`src/rtl/pump_seq_pkg.sv`:
```
package pump_seq_pkg;

    typedef enum logic [2:0] {
        ST_IDLE,
        ST_RAMP,
        ST_WAIT_VH,
        ST_RUN,
        ST_STOPPING,
        ST_FAULT
    } seq_state_t;

endpackage

```
`src/rtl/seq_tick_timer.sv`:
```
// Saturating tick counter: counts strobes while not cleared, flags the limit.
module seq_tick_timer #(
    parameter int LIMIT = 8
) (
    input  logic clk,
    input  logic rst_n,
    input  logic clear,
    input  logic tick,
    output logic expired
);
    localparam int W = (LIMIT < 1) ? 1 : $clog2(LIMIT + 1);

    logic [W-1:0] cnt_q;

    assign expired = (cnt_q == W'(LIMIT));

    always_ff @(posedge clk or negedge rst_n) begin
        if (!rst_n) begin
            cnt_q <= '0;
        end else if (clear) begin
            cnt_q <= '0;
        end else if (tick && !expired) begin
            cnt_q <= cnt_q + 1'b1;
        end
    end
endmodule

```
`src/rtl/seq_arm_latch.sv`:
```
// Start permission: set by any low enable, spent when a ramp begins.
module seq_arm_latch (
    input  logic clk,
    input  logic rst_n,
    input  logic enable,
    input  logic consume,
    output logic armed
);
    always_ff @(posedge clk or negedge rst_n) begin
        if (!rst_n) begin
            armed <= 1'b0;
        end else if (!enable) begin
            armed <= 1'b1;
        end else if (consume) begin
            armed <= 1'b0;
        end
    end
endmodule

```
`src/rtl/pump_seq_ctrl.sv`:
```
module pump_seq_ctrl
    import pump_seq_pkg::*;
#(
    parameter int START_TICKS = 9400,
    parameter int MASK_TICKS  = 18000,
    parameter int STOP_TICKS  = 7500
) (
    input  logic clk,
    input  logic rst_n,
    input  logic tick,
    input  logic enable,
    input  logic ocp_fault,
    input  logic vh_good,
    output logic pump_run,
    output logic vh_reg_start,
    output logic vl_reg_start,
    output logic prot_mask,
    output logic fault_latched
);
    seq_state_t state_q, state_d;

    logic armed;
    logic start_done, mask_done, stop_done;
    logic in_startup;
    logic hit_fault;
    logic begin_ramp;

    assign in_startup = (state_q == ST_RAMP) || (state_q == ST_WAIT_VH) || (state_q == ST_RUN);
    assign begin_ramp = (state_q == ST_IDLE) && enable && armed;

    seq_arm_latch u_arm (
        .clk     (clk),
        .rst_n   (rst_n),
        .enable  (enable),
        .consume (begin_ramp),
        .armed   (armed)
    );

    seq_tick_timer #(.LIMIT(START_TICKS)) u_start_tmr (
        .clk     (clk),
        .rst_n   (rst_n),
        .clear   (state_q != ST_RAMP),
        .tick    (tick),
        .expired (start_done)
    );

    seq_tick_timer #(.LIMIT(MASK_TICKS)) u_mask_tmr (
        .clk     (clk),
        .rst_n   (rst_n),
        .clear   (!in_startup),
        .tick    (tick),
        .expired (mask_done)
    );

    seq_tick_timer #(.LIMIT(STOP_TICKS)) u_stop_tmr (
        .clk     (clk),
        .rst_n   (rst_n),
        .clear   (state_q != ST_STOPPING),
        .tick    (tick),
        .expired (stop_done)
    );

    // Unmasked over-current: honoured in STOPPING, and in startup states once the mask ends.
    assign hit_fault = ocp_fault && ((in_startup && mask_done) || (state_q == ST_STOPPING));

    always_comb begin
        state_d = state_q;
        unique case (state_q)
            ST_IDLE: begin
                if (begin_ramp) state_d = ST_RAMP;
            end
            ST_RAMP: begin
                if (hit_fault)       state_d = ST_FAULT;
                else if (!enable)    state_d = ST_STOPPING;
                else if (start_done) state_d = ST_WAIT_VH;
            end
            ST_WAIT_VH: begin
                if (hit_fault)    state_d = ST_FAULT;
                else if (!enable) state_d = ST_STOPPING;
                else if (vh_good) state_d = ST_RUN;
            end
            ST_RUN: begin
                if (hit_fault)    state_d = ST_FAULT;
                else if (!enable) state_d = ST_STOPPING;
            end
            ST_STOPPING: begin
                if (hit_fault)      state_d = ST_FAULT;
                else if (stop_done) state_d = ST_IDLE;
            end
            ST_FAULT: begin
                if (!enable) state_d = ST_IDLE;
            end
            default: state_d = ST_IDLE;
        endcase
    end

    always_ff @(posedge clk or negedge rst_n) begin
        if (!rst_n) state_q <= ST_IDLE;
        else        state_q <= state_d;
    end

    always_comb begin
        pump_run      = 1'b0;
        vh_reg_start  = 1'b0;
        vl_reg_start  = 1'b0;
        fault_latched = 1'b0;
        unique case (state_q)
            ST_IDLE: ;
            ST_RAMP:     pump_run = 1'b1;
            ST_WAIT_VH: begin
                pump_run     = 1'b1;
                vh_reg_start = 1'b1;
            end
            ST_RUN: begin
                pump_run     = 1'b1;
                vh_reg_start = 1'b1;
                vl_reg_start = 1'b1;
            end
            ST_STOPPING: pump_run = 1'b1;
            ST_FAULT:    fault_latched = 1'b1;
            default: ;
        endcase
        prot_mask = in_startup && !mask_done;
    end
endmodule

```
`config.mk`:
```
export PLATFORM = sky130hd
export DESIGN_NAME = pump_seq_ctrl
export DESIGN_NICKNAME = d
export VERILOG_FILES = /design/src/rtl/pump_seq_pkg.sv /design/src/rtl/seq_tick_timer.sv /design/src/rtl/seq_arm_latch.sv /design/src/rtl/pump_seq_ctrl.sv
export SDC_FILE = /design/constraint.sdc
export NUM_CORES = 1
export LEC_CHECK = 0
export ABC_AREA = 1
export ABC_CLOCK_PERIOD_IN_PS = 1550
export BUFFER_PORTS_ARGS = -buffer_cell sky130_fd_sc_hd__buf_2
export CAP_MARGIN = 20
export CORE_AREA = 2 2 85 87
export CTS_CLUSTER_DIAMETER = 200
export DETAILED_ROUTE_END_ITERATION = 6
export DIE_AREA = 0 0 87 89
export GPL_ROUTABILITY_DRIVEN = 0
export GPL_TIMING_DRIVEN = 0
export PLACE_DENSITY = 0.77
export SLEW_MARGIN = 20
export SYNTH_ARGS = -nofsm -noshare
export SYNTH_HDL_FRONTEND = slang
export SYNTH_HIERARCHICAL = 1
export SYNTH_SLANG_ARGS = --single-unit
```
`constraint.sdc`:
```
create_clock -name clk -period 1.55 [get_ports clk]
set_input_delay 0.155 -clock clk [delete_from_list [all_inputs] [get_ports clk]]
set_output_delay 0.155 -clock clk [all_outputs]
set_load 0.03 [all_outputs]
```
==> summary.txt <==
Final layout
  – Share of cells above drive strength 1: 28.5%
  – FILL cells: 541
  – Antenna cells: 0
  – NumNets Final: 562
  – Finished layout cell area: 0.00426 mm2
  – Area Overhead vs Synth: 27.8%
  – Core Util, Final: 63.4%

Timing
  – Final WS setup: -300 ps
  – Worst hold slack: 127 ps
  – Final TNS setup: -3880 ps
  – Max-slew violations: 0
  – Final hold violation count: 0
  – RSZ-0062 raised after global routing: yes
  – Max_slew headroom: 59.7%
  – Final number of setup-violating endpoints: 25
  – Fin crit share: 119%
  – Slew @ Worst Pin: 605 ps
  – Final min period: 1850 ps
  – Worst Clk Skew: 8.92 ps
  – F_max: 540 MHz

Synthesis
  – Post-synthesis simple-gate area fraction: 49.5%
  – Sequential-to-total area share from yosys stat: 34.5%
  – Post-synth ARST share: 100%
  – Syn Nets: 516
  – Synth Area in Compound Gates: 0.826%
  – Synth Area in Adders: 2.25%
  – Synthesized area: 0.00333 mm2
  – Synthesized area per cell: 6.61 um2
  – Post-synth top cells: nand2_1 (178), nor2_1 (60), nand3_1 (57), inv_1 (51), dfrtp_1 (46)
  – Area leader, netlist: dfrtp_1
  – Ys Warns: 6
  – Post-synth EDFFs: 0
  – Yosys reg bits: 46
  – Post-synthesis mux area share: 0%
  – Count leader, synth: nand2_1
  – Synth top area cells: dfrtp_1 (35%), nand2_1 (20%), nand3_1 (8.6%)
  – Xor and xnor area share after synthesis: 3.94%
  – Main synth FF type: dfrtp_1
  – Netlist cell types: 26
  – Synth top area share: 34.5%
  – Mapped Cells: 504
  – Main combinational cell family by area after synthesis: simple AND/OR/NAND/NOR gates

Routing
  – Vias per cell: 5.47
  – Via count: 3,453
  – Post-DRT Antenna Nets: 0
  – DRT Wirelength: 9170 um
  – Routed len/inst: 14.5 um
  – Drt pass-1 iters: 5
  – Drt first-iter violations: 273
  – # DRC: 0

Critical path
  – R2R depth: 14
  – Crit path required time: 1390 ps
  – Critical Path Start Type: flip-flop
  – Crit end category: output pin
  – Setup CP Type: reg2out
  – Worst R2R Setup Slack: -280 ps
  – Reg-to-reg startpoint: u_mask_tmr/cnt_q[1]
  – Worst Path Max Fanout: 2
  – R2R Path End: state_q[0]
  – Worst Path Arrival: 1700 ps

Floorplan
  – Die area: 0.00774 mm2
  – I/O pin count: 11
  – Initial Utilization: 49.6%
  – Die width: 87 um
  – # rows: 30
  – Core box area: 0.00672 mm2
  – Die Ht: 89 um

Placed design
  – IO Port Bufs: 10
  – DP Wirelength: 5520 um
  – Area of placed instances: 0.00350 mm2

Status
  – Failing checks: setup timing
  – Status: finished with violations

GRT
  – Antenna violations before repair: 0
  – Gr ovfl total: 0
  – Wire length of the first global-routing pass: 14,700 um
  – Total track usage: 23.5%
  – Pin count of the biggest net entering global routing: 47
  – Vias in the first global route: 3,254

Min path
  – Hold crit path type: in2reg
  – Hold path cells: 2
  – Worst hold endpoint: u_arm/armed
  – Hold wc startpoint: enable

Power and ir drop
  – Worst VDD drop: 0.633 mV
  – Pleak: 2.12 nW
  – Power Density: 1140 mW/mm2
  – Total power: 0.00487 W

Clock tree
  – CTS H-tree lvls: 2
  – Clk Latency, worst-skew pair: 300 ps
  – Clock slew at reported path FFs: 90 ps
  – Clk buf depth: 2
  – Cts bufs inserted: 5
  – Clock sink total: 46
  – Root Driver: clkbuf_8
  – CTS tree: built

Flow run
  – Max cap viols: 0
## cell type report
type	count	area [um2]	area share, %
timing repair buffer	41	373	8.76
inverter	59	231	5.44
tap	80	100	2.35
multi-input combinational	388	2210	51.8
buffer	9	78.8	1.85
clock buffer	8	110	2.59
sequential	46	1160	27.2
## logic make-up (layout without fill, tap and decap cells)
family | after synthesis | after routing
XOR/XNOR | 15 | 15
flip-flops | 46 | 46
adder cells (fa/ha/maj) | 6 | 6
AND/OR/NAND/NOR | 362 | 362
buffers and inverters | 70 | 117
AO/OA/AOI/OAI | 5 | 5
## what timing repair did
| action | in CTS | in global routing |
|---|---|---|
| setup buffers | 18 | 9 |
| hold endpoints to repair | 0 | 46 |
| gates cloned | 3 | 1 |
| gates resized for setup | 54 | 72 |
| pin swaps | 16 | 36 |
| hold buffers | 0 | 1 |
| setup endpoints to repair | 49 | 50 |
## per-stage QoR
stage               instances  setup slack [ps]
detailed placement        594              -283
floorplan                 504             -47.0
CTS                       623              -210
global route              631              -392
global placement          594              -266
finish                    631              -300
## routing by layer
layer | part of all wire [%] | vias to the layer above | wire [um] | global-route usage (%)
met5 | 0 | - | 0 | 0
met4 | 1.4 | 0 | 128 | 7.53
met3 | 4.4 | 14 | 405 | 2.40
met2 | 52 | 109 | 4750 | 42.5
met1 | 42 | 1624 | 3880 | 29.5
li1 | - | 1706 | - | -
## critical path: stages, from the launching register on
cell and delay [ps]:
dfrtp_1 400, inv_2 80, ha_4 140, nand2_4 50, nor2_4 110, nand3_2 100
nor3_4 210, buf_4 140, nor2_2 40, buf_6 130
## sequential cells by signal, summed over array words and instances, names as in the netlist
register / count
state_q: 3
u_start_tmr/cnt_q: 14
u_stop_tmr/cnt_q: 13
u_mask_tmr/cnt_q: 15
u_arm/armed: 1
## placed cells by master (no fill, tap or decap), drive strengths merged
cell | Yosys | final
nand3 | 59 | 59
nor2 | 69 | 69
dfrtp | 46 | 46
dlygate4sd3 | 0 | 1
xor2 | 14 | 14
nand4 | 38 | 38
nand3b | 3 | 3
clkbuf | 3 | 10
ha | 6 | 6
buf | 8 | 47
xnor2 | 1 | 1
nor3 | 6 | 6
inv | 59 | 59
a21oi | 1 | 1
o21bai | 1 | 1
nand2 | 187 | 187
o21ai | 3 | 3
## worst max-delay path by stage
| stage | depth (start not counted) | to | slack [ps] | start |
|---|---|---|---|---|
| 6_report | 9 | prot_mask | -300 | u_mask_tmr/cnt_q[1] |
| 5_1_grt | 9 | prot_mask | -390 | u_mask_tmr/cnt_q[0] |
| 4_1_cts | 8 | prot_mask | -210 | u_mask_tmr/cnt_q[0] |
| 3_5_place_dp | 13 | state_q[0] | -280 | u_mask_tmr/cnt_q[0] |
| 3_3_place_gp | 14 | state_q[2] | -270 | u_mask_tmr/cnt_q[0] |
| 2_1_floorplan | 14 | state_q[2] | -50 | u_mask_tmr/cnt_q[0] |
## power breakdown
group / switching (W) / leakage, nW / internal (W)
combinational: 0.00158 / 1.43 / 0.00100
clock: 0.000412 / 0.0575 / 0.000451
sequential: 0.000127 / 0.624 / 0.00129
total: 0.00212 / 2.12 / 0.00275
Power figures use the tool's default switching activity.
